$ cat src/rtl/adc_seq_pkg.sv
package adc_seq_pkg;
   typedef enum logic [1:0] {
      TRG_SOFT  = 2'd0,
      TRG_EDGE  = 2'd1,
      TRG_GATE  = 2'd2,
      TRG_TIMER = 2'd3
   } trig_mode_e;

   typedef enum logic [1:0] {
      FMT_RJ  = 2'd0,
      FMT_LJ  = 2'd1,
      FMT_LJS = 2'd2,
      FMT_RSV = 2'd3
   } res_fmt_e;
endpackage

$ cat src/rtl/adc_seq_timer.sv
module adc_seq_timer #(
   parameter int TMR_W = 16
) (
   input  logic             clk,
   input  logic             rst_n,
   input  logic [TMR_W-1:0] period,
   output logic             tick
);
   logic [TMR_W-1:0] cnt;

   always_ff @(posedge clk) begin
      if (!rst_n) begin
         cnt  <= '0;
         tick <= 1'b0;
      end else if (period == '0) begin
         cnt  <= '0;
         tick <= 1'b0;
      end else if (cnt >= period - 1'b1) begin
         cnt  <= '0;
         tick <= 1'b1;
      end else begin
         cnt  <= cnt + 1'b1;
         tick <= 1'b0;
      end
   end


   tick_gap_chk: assert property (@(posedge clk) disable iff (!rst_n)
      (tick && period > 1) |=> !tick);
endmodule

$ cat src/rtl/adc_seq_trig.sv
module adc_seq_trig
   import adc_seq_pkg::*;
(
   input  logic       clk,
   input  logic       rst_n,
   input  logic [1:0] mode,
   input  logic       sw_go,
   input  logic       ext_in,
   input  logic       tick,
   input  logic       act_in,
   output logic       start,
   output logic       overrun,
   output logic       halt
);
   trig_mode_e m;
   logic       ext_q, rise, req;

   assign m = trig_mode_e'(mode);

   always_ff @(posedge clk) begin
      if (!rst_n) ext_q <= 1'b1;
      else        ext_q <= ext_in;
   end

   assign rise    = ext_in & ~ext_q;
   assign req     = ((m == TRG_SOFT) & sw_go) | ((m == TRG_EDGE) & rise)
                  | ((m == TRG_TIMER) & tick);
   assign start   = ~act_in & (req | ((m == TRG_GATE) & ext_in));
   assign overrun = act_in & req;
   assign halt    = (m == TRG_GATE) & ~ext_in;


   edge_only_chk: assert property (@(posedge clk) disable iff (!rst_n)
      (m == TRG_EDGE && start) |-> !$past(ext_in));
endmodule

$ cat src/rtl/adc_seq_fmt.sv
module adc_seq_fmt
   import adc_seq_pkg::*;
#(
   parameter int RES_W = 10,
   parameter int OUT_W = 16
) (
   input  logic [RES_W-1:0] res,
   input  logic [1:0]       fmt,
   output logic [OUT_W-1:0] out
);
   localparam int PAD = OUT_W - RES_W;
   logic [RES_W-1:0] sgn;

   assign sgn = {~res[RES_W-1], res[RES_W-2:0]};

   generate
      if (PAD < 0) begin : g_bad
         $error("adc_seq_fmt: OUT_W must not be below RES_W");
      end else if (PAD == 0) begin : g_flush
         always_comb begin
            case (res_fmt_e'(fmt))
               FMT_LJS: out = sgn;
               default: out = res;
            endcase
         end
      end else begin : g_pad
         always_comb begin
            case (res_fmt_e'(fmt))
               FMT_LJ:  out = {res, {PAD{1'b0}}};
               FMT_LJS: out = {sgn, {PAD{1'b0}}};
               default: out = {{PAD{1'b0}}, res};
            endcase
         end
      end
   endgenerate
endmodule

$ cat src/rtl/adc_queue_seq.sv
module adc_queue_seq
   import adc_seq_pkg::*;
#(
   parameter int AW    = 6,
   parameter int CH_W  = 6,
   parameter int ST_W  = 2,
   parameter int RES_W = 10,
   parameter int OUT_W = 16,
   parameter int TMR_W = 16
) (
   input  logic             clk,
   input  logic             rst_n,
   input  logic             cmd_we,
   input  logic [AW-1:0]    cmd_addr,
   input  logic [CH_W-1:0]  cmd_wchan,
   input  logic [ST_W-1:0]  cmd_wstime,
   input  logic             cmd_wpause,
   input  logic [AW-1:0]    q2_begin,
   input  logic [3:0]       q_mode,
   input  logic [1:0]       sw_go,
   input  logic [1:0]       ext_trig,
   input  logic [TMR_W-1:0] tmr_period,
   input  logic [1:0]       flag_clr,
   input  logic [1:0]       cf_ie,
   input  logic [1:0]       pf_ie,
   output logic             conv_req,
   output logic [CH_W-1:0]  conv_chan,
   output logic [ST_W-1:0]  conv_stime,
   input  logic             conv_done,
   input  logic [RES_W-1:0] conv_data,
   input  logic [AW-1:0]    rd_addr,
   input  logic [1:0]       rd_fmt,
   output logic [OUT_W-1:0] rd_data,
   output logic [AW:0]      q1_ptr,
   output logic [AW:0]      q2_ptr,
   output logic [1:0]       cmpl_flag,
   output logic [1:0]       pause_flag,
   output logic [1:0]       ovr_flag,
   output logic [1:0]       irq
);
   localparam int DEPTH = 1 << AW;
   localparam int PW    = AW + 1;
   localparam logic [CH_W-1:0] EOQ = {CH_W{1'b1}};

   typedef struct packed {
      logic            pause;
      logic [ST_W-1:0] st;
      logic [CH_W-1:0] ch;
   } cmd_t;

   generate
      if (CH_W < 2 || ST_W < 1 || RES_W < 2 || AW < 2) begin : g_chk
         $error("adc_queue_seq: field widths too small");
      end
   endgenerate

   cmd_t            cmd_mem [DEPTH];
   logic [RES_W-1:0] res_mem [DEPTH];
   logic [PW-1:0]   base [2];
   logic [PW-1:0]   len  [2];
   logic [PW-1:0]   off  [2];
   logic [1:0]      act, start, ovr_ev, halt;
   logic            busy, cur_q, tick;
   logic            sel_v, sel_q, sel_end;
   logic [AW-1:0]   sel_idx, cur_idx;

   assign base[0] = '0;
   assign base[1] = PW'(q2_begin);
   assign len[0]  = PW'(q2_begin);
   assign len[1]  = PW'(DEPTH) - PW'(q2_begin);

   adc_seq_timer #(.TMR_W(TMR_W)) u_tmr (
      .clk(clk), .rst_n(rst_n), .period(tmr_period), .tick(tick)
   );

   generate
      for (genvar g = 0; g < 2; g++) begin : g_q
         adc_seq_trig u_trig (
            .clk(clk), .rst_n(rst_n), .mode(q_mode[2*g+1:2*g]),
            .sw_go(sw_go[g]), .ext_in(ext_trig[g]), .tick(tick),
            .act_in(act[g]), .start(start[g]), .overrun(ovr_ev[g]),
            .halt(halt[g])
         );

         pause_src_chk: assert property (@(posedge clk) disable iff (!rst_n)
            $rose(pause_flag[g]) |-> $past(conv_done));
      end
   endgenerate

   // queue 1 first whenever it is active
   assign sel_v   = act[0] | act[1];
   assign sel_q   = ~act[0];
   assign sel_idx = AW'(base[sel_q] + off[sel_q]);
   assign sel_end = (off[sel_q] >= len[sel_q]) || (cmd_mem[sel_idx].ch == EOQ);
   assign cur_idx = AW'(base[cur_q] + off[cur_q]);

   always_ff @(posedge clk) begin
      if (!rst_n) begin
         for (int i = 0; i < DEPTH; i++) begin
            cmd_mem[i] <= '0;
            res_mem[i] <= '0;
         end
         for (int q = 0; q < 2; q++) off[q] <= '0;
         act        <= '0;
         busy       <= 1'b0;
         cur_q      <= 1'b0;
         conv_req   <= 1'b0;
         conv_chan  <= '0;
         conv_stime <= '0;
         cmpl_flag  <= '0;
         pause_flag <= '0;
         ovr_flag   <= '0;
      end else begin
         if (cmd_we) cmd_mem[cmd_addr] <= '{pause: cmd_wpause, st: cmd_wstime, ch: cmd_wchan};
         for (int q = 0; q < 2; q++) begin
            if (flag_clr[q]) begin
               cmpl_flag[q]  <= 1'b0;
               pause_flag[q] <= 1'b0;
               ovr_flag[q]   <= 1'b0;
            end
            if (ovr_ev[q]) ovr_flag[q] <= 1'b1;
            if (start[q])  act[q]      <= 1'b1;
         end
         if (!busy) begin
            if (sel_v) begin
               if (halt[sel_q]) begin
                  act[sel_q] <= 1'b0;
               end else if (sel_end) begin
                  cmpl_flag[sel_q] <= 1'b1;
                  act[sel_q]       <= 1'b0;
                  off[sel_q]       <= '0;
               end else begin
                  conv_req   <= 1'b1;
                  conv_chan  <= cmd_mem[sel_idx].ch;
                  conv_stime <= cmd_mem[sel_idx].st;
                  cur_q      <= sel_q;
                  busy       <= 1'b1;
               end
            end
         end else if (conv_done) begin
            conv_req         <= 1'b0;
            busy             <= 1'b0;
            res_mem[cur_idx] <= conv_data;
            off[cur_q]       <= off[cur_q] + 1'b1;
            if (cmd_mem[cur_idx].pause) begin
               pause_flag[cur_q] <= 1'b1;
               act[cur_q]        <= 1'b0;
            end
         end
      end
   end

   adc_seq_fmt #(.RES_W(RES_W), .OUT_W(OUT_W)) u_fmt (
      .res(res_mem[rd_addr]), .fmt(rd_fmt), .out(rd_data)
   );

   assign q1_ptr = off[0];
   assign q2_ptr = off[1];
   assign irq    = (cmpl_flag & cf_ie) | (pause_flag & pf_ie);


   req_hold_chk: assert property (@(posedge clk) disable iff (!rst_n)
      (conv_req && !conv_done) |=> conv_req);

   chan_stable_chk: assert property (@(posedge clk) disable iff (!rst_n)
      (conv_req && !conv_done) |=> ($stable(conv_chan) && $stable(conv_stime)));

   no_eoq_issue_chk: assert property (@(posedge clk) disable iff (!rst_n)
      conv_req |-> (conv_chan != EOQ));

   prio_chk: assert property (@(posedge clk) disable iff (!rst_n)
      ($rose(conv_req) && cur_q) |-> !$past(act[0]));
endmodule

$ cat config.mk
export PLATFORM = sky130hd
export DESIGN_NAME = adc_queue_seq
export DESIGN_NICKNAME = d
export VERILOG_FILES = /design/src/rtl/adc_seq_pkg.sv /design/src/rtl/adc_seq_timer.sv /design/src/rtl/adc_seq_trig.sv /design/src/rtl/adc_seq_fmt.sv /design/src/rtl/adc_queue_seq.sv
export SDC_FILE = /design/constraint.sdc
export NUM_CORES = 2
export LEC_CHECK = 0
export ABC_AREA = 1
export BUFFER_PORTS_ARGS = -buffer_cell sky130_fd_sc_hd__buf_2
export CAP_MARGIN = 10
export CELL_PAD_IN_SITES_DETAIL_PLACEMENT = 1
export CELL_PAD_IN_SITES_GLOBAL_PLACEMENT = 1
export CORE_MARGIN = 5
export CORE_UTILIZATION = 30
export CTS_CLUSTER_DIAMETER = 40
export CTS_CLUSTER_SIZE = 25
export DETAILED_ROUTE_END_ITERATION = 16
export MAX_ROUTING_LAYER = met4
export PLACE_DENSITY_LB_ADDON = 0.25
export SETUP_SLACK_MARGIN = 0.2
export SLEW_MARGIN = 40
export SYNTH_ARGS = -nofsm -noshare
export SYNTH_HDL_FRONTEND = slang
export SYNTH_SLANG_ARGS = --single-unit
$ cat constraint.sdc
create_clock -name clk -period 3.7 [get_ports clk]
set_input_delay 0.74 -clock clk [delete_from_list [all_inputs] [get_ports clk]]
set_output_delay 0.74 -clock clk [all_outputs]
set_load 0.02 [all_outputs]
# Word-level counts from Yosys, hierarchy flattened
# Memory sizes are Yosys's and may differ from the RTL's. A register that Yosys moved wholly into a read port is not among the register bits.
# Index checks and enable logic that the tools add are counted.
# op_classes
n_eq_ne,12
n_mux,84
order_cmp,8
addsub,6
bitwise,45
reduce_logical,17
# ops
op,n
$mux W1,53
$mux W6,8
$mux W7,5
$pmux W16 S2,1
$mux W2,13
$add A16 B1 Y16 const B,1
$and A1 B1 Y1,16
$ge A16 B16 Y1,1
$logic_not A16 Y1,1
$sub A16 B1 Y16 const B,1
$reduce_or A7 Y1,2
$add A6 B6 Y6,2
$not A1 Y1,11
$eq A2 B2 Y1 const B,5
$mux W10,1
$reduce_or A10 Y1,1
$mux W9,1
$reduce_or A9 Y1,1
$and A2 B2 Y2,4
$reduce_and A4 Y1,2
$add A7 B1 Y7 const B,1
$ge A7 B7 Y1,1
$or A1 B1 Y1,7
$sub A7 B6 Y7 const A,1
16 further kinds,32
# totals
inputBits,73
out_inout_bits,47
mem_bits_rw,1230
reg_bits,38
word_cells,189
memories,3
# mem_list
name,depth,word_bits,rd,rd_ports_with_merged_regs,wr,line,text
res_mem,64,10,1,0,64,adc_queue_seq.sv:58,logic [RES_W-1:0] res_mem [DEPTH];
cmd_mem,64,9,2,0,64,adc_queue_seq.sv:57,cmd_t cmd_mem [DEPTH];
off,2,7,4,1,2,adc_queue_seq.sv:61,logic [PW-1:0] off [2];

# Logic depth before layout (Yosys ltp)
# An unclocked memory read counts as a cell.
# depth
ltp_word,18
depth_mapped,28
mapped_depth_nobuf,26

# By module
# A second synthesis with hierarchy kept.
# hier_totals
cells_unflattened,6094
hier_area_um2,58930.3
# modules_own_cells
mod,area_per_inst_um2,cells_each,seq_area_each_um2,n_inst
adc_queue_seq,56887.1,5766,37335.8,1
adc_seq_timer,1549.0,233,340.3,1
adc_seq_fmt,296.5,59,0.0,1
adc_seq_trig,98.8,18,20.0,2

# Least setup slack after synthesis
# Ideal clock, no wire load.
# synth_path
path_kind,register to register
start,register act[0]
end,"memory off[0][0] (netlist bit), enable pin"
t_arrival_ps,3582
path_stages_with_launch,28
period_less_slack_ps,3905
n_path_buf,4
setup_time_ps,324
t_required_ps,3376
path_slack_ps,-205
path_cell_list,dfxtp_1 -> inv_1 -> clkbuf_1 -> or2_2 -> o21ai_0 -> inv_1 -> ha_1 -> inv_1 -> fa_1 -> buf_2 -> clkbuf_1 -> nand3_1 -> nand2_1 -> nand2_1 -> nand3_1 -> nand3_1 -> nand2_1 -> nand2_1 -> nand2_1 -> nand2_1 -> nor2_1 -> nand2_1 -> buf_2 -> nand2_1 -> nand2_1 -> nand2_1 -> nand2_1 -> nand2_1
# synth_rtl
item,line,text
from (decl),adc_queue_seq.sv:62,"logic [1:0] act, start, ovr_ev, halt;"
from (signal assigned),adc_queue_seq.sv:104,act <= '0;
"from (signal, indexed assignment)",adc_queue_seq.sv:122,if (start[q]) act[q] <= 1'b1;
"from (signal, indexed assignment)",adc_queue_seq.sv:127,act[sel_q] <= 1'b0;
to (decl),adc_queue_seq.sv:61,

==> results.py <==
metrics = {
    "outcome": {
        "status": "complete, but fails checks",
        "violations": "setup timing",
    },
    "sta": {
        "rsz0062_at_grt": "yes",
        "fin_crit_sh": 1.064,
        "relSlewSlack": 0.4126,
        "worst_slack_ns": -0.2355,
        "fmax_mhz": 254.1,
        "worstMarginPinSlew_ns": 0.8810,
        "slew_violations": 0,
        "setup_viol": 38,
        "post-route-min-period_ns": 3.935,
        "hold_viol": 0,
        "finalHoldWorstSlack_ns": 0.1435,
        "skew_ns": 0.03463,
        "finalSetupTns_ns": -7.027,
    },
    "final_layout": {
        "area_delta_synth_final_pct": 32.52,
        "fin_nets": 6617,
        "fin_util": 0.3988,
        "drive_above_1_share": 0.2315,
        "stdcell_area_um2": 77520,
        "fillers": 21381,
    },
    "synthesis": {
        "seq_area_frac_synth": 0.6448,
        "ys_ff_latch": 1269,
        "yosysWarnings": 0,
        "synth_nets": 6126,
        "synth_ff_type": "edfxtp_1",
        "syn-mean-instance-area_um2": 9.730,
        "synth.cell_area_um2": 58500,
        "synth-async-reset-ratio": 0,
        "netlist_instances": 6012,
        "synth_cell_types": 43,
        "synth_edf_count": 1230,
    },
    "clocking": {
        "htree_num_levels": 4,
        "cts.clk_slew.worst_paths_ns": 0.05,
        "clkLatencyLatePin_ns": 0.84,
        "cts_buffers": 218,
        "clock_path_buffers": 3,
        "hold_buffers": 0,
        "clock-sinks": 1269,
        "cts_tree": "built",
        "cts_root_buffer": "clkbuf_16",
    },
    "floorplan": {
        "die_y_um": 451.6,
        "core_um2": 194400,
        "start_util": 0.3009,
        "placementRows": 162,
        "dieArea_um2": 203900,
        "pin_count": 120,
        "die_w_um": 451.6,
    },
    "worst_setup_path": {
        "cp_max_fo": 11,
        "crit_arrival_ns": 4.49,
        "crit_path_top_delay_cell": "fa_4",
        "crit_required_ns": 4.25,
        "cp_top_family": "simple AND/OR/NAND/NOR gates",
        "cp-end-kind": "flip-flop",
        "cpMostUsedCell": "nand2_4",
        "critPathLaunchType": "flip-flop",
        "cpPeakStageDelay_ns": 0.73,
        "crit_type": "flip-flop to flip-flop",
        "worst-path-buf-inv": 5,
        "crit_chain": "or2_4, o21ai_4, inv_2, ha_4, inv_2, fa_4, buf_12, buf_16, buf_12, nand3_1, nand2_1, nand2_1, nand3_1, nand3_2, nand3_2, nand2_4, nand2_4, nor2_4, nand2_4, nand2_4, nand2_4, nand2_4, nand2_4, nand2_8",
    },
    "drt": {
        "ant_nets": 0,
        "dr.pass1.iters": 7,
        "wl_per_cell_um": 23.84,
        "drc": 0,
        "via_per_inst": 5.136,
        "vias": 47454,
        "drtIter0Drc": 3785,
        "routed_wl_mm": 220.3,
    },
    "run": {
        "max_cap_viol_count": 0,
    },
    "pwr": {
        "ir_drop_mv": 0.4214,
        "power_mw": 48.98,
        "powerDensity_nw_per_um2": 631.8,
        "p_leak_nw": 30.42,
    },
    "grt": {
        "busiest_layer": "met2",
        "overflow": 0,
        "grt_pass1_wl_mm": 322.2,
        "gr-usage-met3": 0.02916,
        "grt_use_total": 0.2142,
        "grt_start_max_net_pins": 109,
        "grt_util_met1": 0.2731,
        "antenna_found_initial": 2,
        "globalRouteMet2Util": 0.3586,
        "grt_pass1_vias": 48781,
    },
    "place": {
        "place.gp.congestion": 0.8801,
        "dp_hpwl_mm": 140.3,
        "port-buffer-count": 119,
        "placed_area_um2": 66050,
    },
    "worst_hold_path": {
        "hp-class": "input pin to flip-flop",
    },
}
placed cells by master, fill, tap and decap left out, types with 22 or more instances in the layout:
| cell type | Yosys | final |
|---|---|---|
| a21oi_1 | 50 | 36 |
| buf_12 | 0 | 123 |
| buf_16 | 0 | 32 |
| buf_2 | 56 | 100 |
| buf_4 | 1 | 407 |
| buf_6 | 0 | 34 |
| bufinv_16 | 0 | 24 |
| clkbuf_16 | 0 | 229 |
| clkinv_1 | 2 | 24 |
| clkinv_2 | 0 | 44 |
| clkinv_4 | 0 | 25 |
| clkinvlp_4 | 0 | 23 |
| dfxtp_1 | 39 | 38 |
| edfxtp_1 | 1230 | 1230 |
| ha_1 | 39 | 37 |
| inv_1 | 159 | 138 |
| inv_2 | 23 | 23 |
| inv_6 | 0 | 32 |
| mux2i_1 | 33 | 32 |
| nand2_1 | 930 | 840 |
| nand2_2 | 1 | 60 |
| nand2_4 | 0 | 29 |
| nand3_1 | 324 | 246 |
| nand3_2 | 0 | 60 |
| nor2_1 | 1827 | 1769 |
| nor2_2 | 0 | 42 |
| o211ai_1 | 29 | 29 |
| o21ai_0 | 513 | 379 |
| o21ai_1 | 4 | 81 |
| o21ai_2 | 0 | 50 |
| o22ai_1 | 188 | 140 |
| o22ai_2 | 0 | 44 |
| xor2_1 | 22 | 22 |
metrics by stage:
stage,setup WS (ns),instances
finish,-0.2355,9239
global route,-0.3293,9238
CTS,-0.1782,9198
detailed placement,-0.9453,8719
global placement,-0.8365,8719
floorplan,0.2013,6012
where the power goes:
group / total (mW) / internal, mW / switching [mW] / leakage [nW]
Clock: 20.7 / 12.7 / 7.99 / 3.65
Sequential: 16.6 / 16.4 / 0.271 / 12.5
Combinational: 11.6 / 4.48 / 7.13 / 14.2
sequential cells by signal (all words and copies together) (netlist names), named ones only:
signal            cells
act                   2
busy                  1
cmd_mem             576
cmpl_flag             2
conv_chan             6
conv_req              1
conv_stime            2
cur_q                 1
g_q.u_trig.ext_q      2
off                  14
ovr_flag              2
pause_flag            2
res_mem             640
u_tmr.cnt            16
u_tmr.tick            1
layout make-up:
| type | instances | area, um^2 | share of cell area |
|---|---|---|---|
| Antenna cell | 2 | 5.005 | 0.00006456 |
| Clock buffer | 230 | 5522 | 0.07123 |
| Multi-Input combinational cell | 4105 | 20310 | 0.2620 |
| Tap cell | 2542 | 3181 | 0.04103 |
| Sequential cell | 1269 | 37720 | 0.4866 |
| Clock inverter | 182 | 2029 | 0.02618 |
| Inverter | 184 | 782.0 | 0.01009 |
| Timing Repair inverter | 1 | 11.26 | 0.0001453 |
| Timing Repair Buffer | 724 | 7959 | 0.1027 |
what timing repair did:
item,CTS,global route
setup endpoints to repair,359,551
gates cloned,25,10
setup buffers,42,28
pin swaps,117,161
gates resized for setup,374,296
cells in the mapped netlist (4+ instances only):
master	number	share of area
inv_2	23	0.0015
mux2i_1	33	0.0056
o21ai_0	513	0.044
nor3_1	21	0.0018
nand2_1	930	0.060
xnor2_1	6	0.00090
clkbuf_1	371	0.024
buf_1	26	0.0017
inv_1	159	0.010
a22oi_1	6	0.00077
buf_2	56	0.0048
nor3_2	7	0.0012
nand3_1	324	0.028
xor2_1	22	0.0033
nor4_1	7	0.00075
edfxtp_1	1230	0.63
nor2_1	1827	0.12
o22ai_1	188	0.020
ha_1	39	0.0083
o21bai_1	8	0.0010
dfxtp_1	39	0.013
nand4_1	19	0.0020
a21oi_1	50	0.0043
o21ai_1	4	0.00034
o221ai_1	27	0.0040
or2_2	21	0.0022
o211ai_1	29	0.0037
worst min-delay path: stages:
cell     delay, ns
buf_2         0.09
inv_1         0.06
nand2_1       0.06
metal layers:
layer / routed length, um / vias up
met5: 0 / -
met4: 6241 / 0
met3: 10890 / 332
met2: 108500 / 1333
met1: 94680 / 24179
li1: - / 21610
kinds of logic (layout without fill, tap and decap cells):
family                     count (synthesis)  after routing  share of synthesized area
buffers and inverters                    638           1321                    0.04220
muxes                                     33             33                   0.005647
adders and majority gates                 41             41                   0.009026
and+or+nand+nor                         3162           3162                     0.2134
xor gates and xnor gates                  31             31                   0.005026
AOI/OAI and AO/OA                        838            838                    0.07993
other                                      0              2                          0
DFF                                     1269           1269                     0.6448
worst paths after layout:
kind / start / end / slack [ns] / depth (start not counted)
worst min-delay path: ext_trig[0] / g_q[0].u_trig.ext_q$_SDFF_PN1_ / 0.14 / 3
worst max-delay path: off[0][0]$_SDFFCE_PN0P_ / off[0][0]$_SDFFCE_PN0P_ / -0.24 / 24
worst max register to register: off[0][0]$_SDFFCE_PN0P_ / off[0][0]$_SDFFCE_PN0P_ / -0.24 / 24
worst min register to register: ovr_flag[1]$_SDFFE_PN0P_ / ovr_flag[1]$_SDFFE_PN0P_ / 0.46 / 2
(Power assumes the default switching activity.)
